File: config.mk
export PLATFORM = sky130hd
export DESIGN_NAME = sixstep_gate_drive
export DESIGN_NICKNAME = d
export VERILOG_FILES = /design/src/rtl/sixstep_pkg.sv /design/src/rtl/sixstep_lead_timer.sv /design/src/rtl/sixstep_sequencer.sv /design/src/rtl/sixstep_gate_map.sv /design/src/rtl/sixstep_gate_drive.sv
export SDC_FILE = /design/constraint.sdc
export NUM_CORES = 1
export LEC_CHECK = 0
export BUFFER_PORTS_ARGS = -buffer_cell sky130_fd_sc_hd__buf_4
export CORE_AREA = 2 2 99 101
export DETAILED_ROUTE_END_ITERATION = 8
export DIE_AREA = 0 0 101 103
export HOLD_SLACK_MARGIN = 0.08
export PLACE_DENSITY_LB_ADDON = 0.05
export SETUP_SLACK_MARGIN = 0.1
export SLEW_MARGIN = 20
export SYNTH_ARGS = -nofsm -noshare
export SYNTH_HDL_FRONTEND = slang
export SYNTH_HIERARCHICAL = 1
export SYNTH_SLANG_ARGS = --single-unit
File: constraint.sdc
create_clock -name clk -period 5.3 [get_ports clk]
set_input_delay 0.53 -clock clk [delete_from_list [all_inputs] [get_ports clk]]
set_output_delay 0.53 -clock clk [all_outputs]
set_load 0.05 [all_outputs]
File: src/rtl/sixstep_pkg.sv
package sixstep_pkg;

   localparam int unsigned NUM_PHASES = 3;
   localparam int unsigned NUM_STEPS  = 6;

   typedef enum logic [1:0] {
      LEAD_ZERO = 2'd0,
      LEAD_LOW  = 2'd1,
      LEAD_HIGH = 2'd2
   } lead_e;

   // bit 0 = U, bit 1 = V, bit 2 = W
   typedef struct packed {
      logic [NUM_PHASES-1:0] hs;
      logic [NUM_PHASES-1:0] ls;
   } phase_on_t;

   function automatic phase_on_t step_decode(input logic [2:0] s);
      phase_on_t r;
      case (s)
         3'd0:    begin r.hs = 3'b001; r.ls = 3'b010; end
         3'd1:    begin r.hs = 3'b001; r.ls = 3'b100; end
         3'd2:    begin r.hs = 3'b010; r.ls = 3'b100; end
         3'd3:    begin r.hs = 3'b010; r.ls = 3'b001; end
         3'd4:    begin r.hs = 3'b100; r.ls = 3'b001; end
         3'd5:    begin r.hs = 3'b100; r.ls = 3'b010; end
         default: begin r.hs = 3'b000; r.ls = 3'b000; end
      endcase
      return r;
   endfunction

endpackage

File: src/rtl/sixstep_lead_timer.sv
module sixstep_lead_timer
   import sixstep_pkg::*;
#(
   parameter int unsigned CNT_W = 16
) (
   input  logic             clk,
   input  logic             rst_n,
   input  logic             en,
   input  logic             zc_stb,
   input  logic             nat_mode,
   input  logic             lead_hi,
   output logic             comm,
   output logic [CNT_W-1:0] ovl_len
);

   localparam logic [CNT_W-1:0] CNT_MAX = {CNT_W{1'b1}};
   localparam logic [CNT_W-1:0] CNT_ONE = {{(CNT_W-1){1'b0}}, 1'b1};

   logic [CNT_W-1:0] per_cnt;
   logic [CNT_W-1:0] dly_cnt;
   logic [CNT_W-1:0] dly_calc;
   logic [CNT_W-1:0] dly_raw;
   logic [CNT_W-1:0] win_calc;
   logic             have_ref;
   lead_e            lead_sel;

   // lead is zero until natural commutation is reported
   always_comb begin
      if (!nat_mode)    lead_sel = LEAD_ZERO;
      else if (lead_hi) lead_sel = LEAD_HIGH;
      else              lead_sel = LEAD_LOW;
   end

   // 30 deg = P/2, 22.5 deg = 3P/8, 15 deg = P/4; overlap = lead share of P
   always_comb begin
      case (lead_sel)
         LEAD_LOW: begin
            dly_raw  = (per_cnt >> 2) + (per_cnt >> 3);
            win_calc = per_cnt >> 3;
         end
         LEAD_HIGH: begin
            dly_raw  = per_cnt >> 2;
            win_calc = per_cnt >> 2;
         end
         default: begin
            dly_raw  = per_cnt >> 1;
            win_calc = '0;
         end
      endcase
      dly_calc = (dly_raw == '0) ? CNT_ONE : dly_raw;
   end

   always_ff @(posedge clk or negedge rst_n) begin
      if (!rst_n) begin
         per_cnt  <= '0;
         have_ref <= 1'b0;
         dly_cnt  <= '0;
         ovl_len  <= '0;
      end else if (!en) begin
         per_cnt  <= '0;
         have_ref <= 1'b0;
         dly_cnt  <= '0;
         ovl_len  <= '0;
      end else begin
         if (zc_stb)                  per_cnt <= CNT_ONE;
         else if (per_cnt != CNT_MAX) per_cnt <= per_cnt + CNT_ONE;

         if (zc_stb) have_ref <= 1'b1;

         if (zc_stb && have_ref) begin
            dly_cnt <= dly_calc;
            ovl_len <= win_calc;
         end else if (dly_cnt != '0) begin
            dly_cnt <= dly_cnt - CNT_ONE;
         end
      end
   end

   assign comm = (dly_cnt == CNT_ONE);

   assert_dly_count_R3: assert property (@(posedge clk) disable iff (!rst_n)
      (en && !zc_stb && dly_cnt != '0) |=> (dly_cnt == $past(dly_cnt) - CNT_ONE));

   assert_first_quiet_R12: assert property (@(posedge clk) disable iff (!rst_n)
      (en && !have_ref) |-> (dly_cnt == '0));

endmodule

File: src/rtl/sixstep_sequencer.sv
module sixstep_sequencer
   import sixstep_pkg::*;
#(
   parameter int unsigned CNT_W = 16
) (
   input  logic             clk,
   input  logic             rst_n,
   input  logic             en,
   input  logic             comm,
   input  logic             dir_rev,
   input  logic             ovl_en,
   input  logic             nat_mode,
   input  logic [CNT_W-1:0] ovl_len,
   output logic [2:0]       step_q,
   output logic [2:0]       prev_q,
   output logic             ovl_act,
   output logic             fg_q
);

   localparam logic [2:0] LAST_STEP = 3'(NUM_STEPS - 1);

   logic [CNT_W-1:0] ovl_cnt;
   logic [2:0]       step_nxt;

   always_comb begin
      if (dir_rev) step_nxt = (step_q == 3'd0) ? LAST_STEP : step_q - 3'd1;
      else         step_nxt = (step_q == LAST_STEP) ? 3'd0 : step_q + 3'd1;
   end

   always_ff @(posedge clk or negedge rst_n) begin
      if (!rst_n) begin
         step_q  <= '0;
         prev_q  <= '0;
         ovl_cnt <= '0;
      end else if (!en) begin
         step_q  <= '0;
         prev_q  <= '0;
         ovl_cnt <= '0;
      end else if (comm) begin
         prev_q  <= step_q;
         step_q  <= step_nxt;
         ovl_cnt <= ovl_en ? ovl_len : '0;
      end else if (ovl_cnt != '0) begin
         ovl_cnt <= ovl_cnt - 1'b1;
      end
   end

   always_ff @(posedge clk or negedge rst_n) begin
      if (!rst_n)                fg_q <= 1'b0;
      else if (!en || !nat_mode) fg_q <= 1'b0;
      else if (comm)             fg_q <= ~fg_q;
   end

   assign ovl_act = (ovl_cnt != '0);

   assert_step_range_R1: assert property (@(posedge clk) disable iff (!rst_n)
      step_q <= LAST_STEP);

   assert_step_hold_R1: assert property (@(posedge clk) disable iff (!rst_n)
      (en && !comm) |=> $stable(step_q));

   assert_fg_quiet_R10: assert property (@(posedge clk) disable iff (!rst_n)
      (!nat_mode) |=> !fg_q);

endmodule

File: src/rtl/sixstep_gate_map.sv
module sixstep_gate_map
   import sixstep_pkg::*;
(
   input  logic                  clk,
   input  logic                  rst_n,
   input  logic                  en,
   input  logic [2:0]            step_q,
   input  logic [2:0]            prev_q,
   input  logic                  ovl_act,
   input  logic                  pwm_in,
   input  logic                  hs_act_hi,
   output logic [NUM_PHASES-1:0] gate_h,
   output logic [NUM_PHASES-1:0] gate_l
);

   phase_on_t             cur_on;
   phase_on_t             old_on;
   logic [NUM_PHASES-1:0] hs_on;
   logic [NUM_PHASES-1:0] ls_on;

   always_comb begin
      cur_on = step_decode(step_q);
      old_on = step_decode(prev_q);
      hs_on  = cur_on.hs | (ovl_act ? old_on.hs : '0);
      ls_on  = cur_on.ls | (ovl_act ? old_on.ls : '0);
   end

   for (genvar ph = 0; ph < NUM_PHASES; ph++) begin : g_phase
      logic hs_drive;
      assign hs_drive   = en & hs_on[ph] & pwm_in;
      assign gate_h[ph] = hs_act_hi ? hs_drive : ~hs_drive;
      assign gate_l[ph] = en & ls_on[ph];

      assert_no_shoot_R5: assert property (@(posedge clk) disable iff (!rst_n)
         !(hs_on[ph] && ls_on[ph]));
   end

   assert_one_pair_R6: assert property (@(posedge clk) disable iff (!rst_n)
      (en && !ovl_act) |-> ($countones(hs_on) == 1 && $countones(ls_on) == 1));

endmodule

File: src/rtl/sixstep_gate_drive.sv
module sixstep_gate_drive
   import sixstep_pkg::*;
#(
   parameter int unsigned CNT_W = 16
) (
   input  logic clk,
   input  logic rst_n,
   input  logic en,
   input  logic zc_stb,
   input  logic pwm_in,
   input  logic dir_rev,
   input  logic lead_hi,
   input  logic ovl_en,
   input  logic hs_act_hi,
   input  logic nat_mode,
   output logic gate_uh,
   output logic gate_ul,
   output logic gate_vh,
   output logic gate_vl,
   output logic gate_wh,
   output logic gate_wl,
   output logic speed_fg
);

   initial begin
      assert_cnt_width: assert (CNT_W >= 4 && CNT_W <= 32)
         else $error("CNT_W out of range");
   end

   logic                  comm;
   logic [CNT_W-1:0]      ovl_len;
   logic [2:0]            step_q;
   logic [2:0]            prev_q;
   logic                  ovl_act;
   logic [NUM_PHASES-1:0] gate_h;
   logic [NUM_PHASES-1:0] gate_l;

   sixstep_lead_timer #(.CNT_W(CNT_W)) u_timer (
      .clk      (clk),
      .rst_n    (rst_n),
      .en       (en),
      .zc_stb   (zc_stb),
      .nat_mode (nat_mode),
      .lead_hi  (lead_hi),
      .comm     (comm),
      .ovl_len  (ovl_len)
   );

   sixstep_sequencer #(.CNT_W(CNT_W)) u_seq (
      .clk      (clk),
      .rst_n    (rst_n),
      .en       (en),
      .comm     (comm),
      .dir_rev  (dir_rev),
      .ovl_en   (ovl_en),
      .nat_mode (nat_mode),
      .ovl_len  (ovl_len),
      .step_q   (step_q),
      .prev_q   (prev_q),
      .ovl_act  (ovl_act),
      .fg_q     (speed_fg)
   );

   sixstep_gate_map u_map (
      .clk       (clk),
      .rst_n     (rst_n),
      .en        (en),
      .step_q    (step_q),
      .prev_q    (prev_q),
      .ovl_act   (ovl_act),
      .pwm_in    (pwm_in),
      .hs_act_hi (hs_act_hi),
      .gate_h    (gate_h),
      .gate_l    (gate_l)
   );

   assign gate_uh = gate_h[0];
   assign gate_vh = gate_h[1];
   assign gate_wh = gate_h[2];
   assign gate_ul = gate_l[0];
   assign gate_vl = gate_l[1];
   assign gate_wl = gate_l[2];

   assert_idle_gates_R9: assert property (@(posedge clk) disable iff (!rst_n)
      (!en) |-> ({gate_ul, gate_vl, gate_wl} == 3'b000 &&
                 {gate_uh, gate_vh, gate_wh} == {3{~hs_act_hi}}));

   assert_idle_fg_R9: assert property (@(posedge clk) disable iff (!rst_n)
      (!en) |=> !speed_fg);

endmodule

==> reports/qor.tcl <==
set qor(detail_route.drc_violations) 0
set qor(grt_setup_unrepaired) {false}
set qor(power.net_switching_uw) 664
set qor(grtUsageTotal_pct) 25.1
set qor(worst_setup_end_kind) {output pin}
set qor(initial_utilization_pct) 53.4
set qor(count_of_h_tree_levels_built_during_cts) 3
set qor(timing_max_transition_violations_final) 0
set qor(tritoncts) {done}
set qor(status) {finished clean}
set qor(synth_area_um2) 5050
set qor(met1_usage_pct) 32.1
set qor(crit_chain) {nor4_4, nand4_1, nor3b_1, o21bai_1, xor2_1, buf_4}
set qor(diodes) 0
set qor(timing.critical_path.fanout_max) 11
set qor(fmax_ghz) 0.295
set qor(dieWidth_um) 101
set qor(cellInternalPower_mw) 1.12
set qor(placed_cells_incl_taps) 685
set qor(drt_wl_total_um) 12000
set qor(detail_route.first_pass.iterations) 4
set qor(worst_pin_slew_ns) 0.893
set qor(irDropWorstVdd_v) 0.000162
set qor(dp_hpwl_um) 8640
set qor(grt_pass1_vias) 4068
set qor(fraction_of_final_layout_cells_sized_beyond_drive_strength_1_pct) 9.22
set qor(via_count) 4231
set qor(root_cell_of_the_clock_tree) {clkbuf_8}
set qor(clockBufferDepth) 2
set qor(min-delay-path-class) {primary input to asynchronous set/reset pin}
set qor(clockPowerShare_pct) 26.6
set qor(required_time_at_the_endpoint_of_the_critical_path_ns) 4.77
set qor(grt_first_pass_wirelength_um) 20400
set qor(comb_power_share_pct) 33.8
set qor(final_nets) 614
set qor(detail-route-antenna-nets) 0
set qor(yosys.area.top_type) {dfrtp_1}
set qor(grt_antenna_before_repair) 0
set qor(post_synth_num_cell_types) 72
set qor(seqPwrFrac_pct) 39.7
set qor(syn_avg_cell_area_um2) 8.69
set qor(insertion_delay_of_the_later_clocked_pin_in_the_worst_skew_pair_ns) 0.35
set qor(core_area_um2) 9460
set qor(final_cells) 700
set qor(die-height_um) 103
set qor(setup_ws_ns) 1.91
set qor(synthArstFlopShare_pct) 100
set qor(synth_edf_count) 0
set qor(critical-path-max-stage-delay_ns) 0.62
set qor(final-setup-viol-count) 0
set qor(area_growth_syn_to_layout_pct) 6.81
set qor(worstPathArrival_ns) 2.86
set qor(timing.slew.headroom_pct) 40.5
set qor(grt_use_met2_pct) 43.3
set qor(routedWlPerCell_um) 17.2
set qor(drv_cap) 0
set qor(globalplace.congestion) 0.898
set qor(drtIter0Drc) 155
set qor(power_density_over_the_cells_nw_per_um2) 330
set qor(report.final.hold_viol_count) 0
set qor(clkTransAtPathRegs_ns) 0.07
set qor(die_area_um2) 10400
set qor(global_route.overflow_total) 0
set qor(layout_common_cells) {dfrtp_1, nand2_1, nor2_1}
set qor(tritoncts_num_sinks) 70
set qor(routed_vias_inst) 6.04
set qor(pin_count_of_the_biggest_net_entering_global_routing) 71
set qor(layer_carrying_the_most_global_route_usage) {met2}
set qor(setup-tns-final_ns) 0
set qor(io-pin-count) 17
set qor(cts.repair_timing.setup_buffer_count) 0
set qor(buffer_ports.inserted) 16
set qor(final_period_minus_worst_setup_slack_ns) 3.39
set qor(crit_path_top_delay_cell) {nor4_4}
set qor(ys.flop_type) {dfrtp_1}
set qor(worst-setup-path-type) {flop to output pin}
set qor(cts-resized-gates) 0
set qor(yosysWarningCount) 6
set qor(worstSetupStartpointType) {flop}
set qor(layout_worst_path_cycle_share_pct) 64.0
set qor(core.rowCount) 36
set qor(postSynthCellCount) 582
set qor(synth_top_area_share_pct) 34.7
set qor(power.total_mw) 1.78
set qor(mostFrequentLayoutCell) {dfrtp_1}
set qor(power_switching_share_pct) 37.2
set qor(holdBufCountCts) 0
set qor(ys_seq_elements) 70
set qor(global_route.usage.met3_pct) 3.73
set qor(clock-skew-final_ns) 0.00472
set qor(dp_slack_ns) 2.29
set qor(synth_sequential_area_ratio_pct) 34.7
set qor(numCtsBuffers) 9
set qor(leakage_component_of_the_power_nw) 2.31
set qor(synth.top_cells.by_area) {dfrtp_1, ha_1, nand2_1, xnor2_1, nor2_1}
state kept, by name, summed over array words and instances, names as in the netlist:
name,count
u_seq/step_q,3
u_timer/per_cnt,16
u_seq/prev_q,3
u_timer/have_ref,1
u_timer/ovl_len,14
u_seq/ovl_cnt,16
u_timer/dly_cnt,16
u_seq/fg_q,1
layer usage:
layer	up-vias	part of all wire [%]
met5	-	0
met4	0	1.6
met3	12	2.9
met2	73	49
met1	2032	46
li1	2114	-
critical path, delay by kind of cell, from the launching register on:
kind                   cells  cell delay (ns)
AND/OR/NAND/NOR            3             1.51
flip-flops                 1             0.47
buffers and inverters      1             0.21
AO/OA/AOI/OAI              1             0.17
XOR/XNOR                   1             0.15
through the flow:
| step | util (%) | instance area [um2] | hold WS [ns] |
|---|---|---|---|
| floorplan | - | 5060 | 0.234 |
| global placement | 54.8 | 5190 | 0.479 |
| detailed placement | 54.8 | 5190 | 0.492 |
| CTS | 57.1 | 5400 | 0.339 |
| global route | 57.1 | 5400 | 0.369 |
| finish | 57.1 | 5400 | 0.301 |
cell usage after synthesis, types with 6 or more instances:
| library cell | n |
|---|---|
| dfrtp_1 | 70 |
| nand2_1 | 67 |
| nor2_1 | 52 |
| a21oi_1 | 34 |
| o21ai_0 | 28 |
| xnor2_1 | 24 |
| ha_1 | 21 |
| xor2_1 | 21 |
| a211oi_1 | 19 |
| clkbuf_1 | 16 |
| nor3_1 | 15 |
| mux2i_1 | 14 |
| and2_1 | 13 |
| nand3_1 | 13 |
| nand4_1 | 13 |
| nor2b_1 | 13 |
| inv_1 | 11 |
| nand2b_1 | 9 |
| and3_1 | 8 |
| buf_2 | 8 |
| a31oi_1 | 6 |
| nor4_1 | 6 |
| or3_1 | 6 |
power groups by stage:
stage	sequential [mW]	clock (mW)	combinational [mW]
6_report	0.708	0.474	0.602
5_1_grt	0.719	0.515	0.681
4_1_cts	0.705	0.487	0.603
3_5_place_dp	0.715	0	0.598
3_3_place_gp	0.711	0	0.586
2_1_floorplan	0.688	0	0.493
final cells by class:
| type | instances | area [um2] |
|---|---|---|
| inverters | 12 | 45.0 |
| multi-input cells | 472 | 3120 |
| fillers | 871 | 4060 |
| flip-flops and latches | 70 | 1750 |
| well taps | 114 | 143 |
| repair buffers | 17 | 128 |
| clock inverters | 6 | 87.6 |
| clock buffers | 9 | 124 |
final timing paths:
| check | startpoint | end | slack (ns) | cells past startpoint |
|---|---|---|---|---|
| worst max-delay path | u_seq/ovl_cnt[4] | gate_uh | 1.91 | 6 |
| worst min-delay path | rst_n | u_seq/step_q[0] | 0.30 | 1 |
| worst max register to register | u_timer/per_cnt[3] | u_timer/dly_cnt[0] | 2.27 | 10 |
| worst min register to register | u_timer/have_ref | u_timer/have_ref | 0.51 | 1 |
| max in group asynchronous | rst_n | u_timer/ovl_len[9] | 4.43 | 1 |
| min in group clk | zc_stb | u_timer/per_cnt[0] | 0.43 | 2 |
logic make-up (layout without fill, tap and decap cells):
family	Yosys count	in the layout	share of synthesized area, %
AO/OA/AOI/OAI	143	143	19.5
adder cells (fa/ha/maj)	22	22	5.59
multiplexers	16	16	3.29
buffers and inverters	41	44	3.69
other	1	2	0.0742
flip-flops	70	70	34.7
XOR/XNOR	45	45	7.80
AND/OR/NAND/NOR	244	244	25.4
Note: power is estimated with default switching activity, not from simulation.
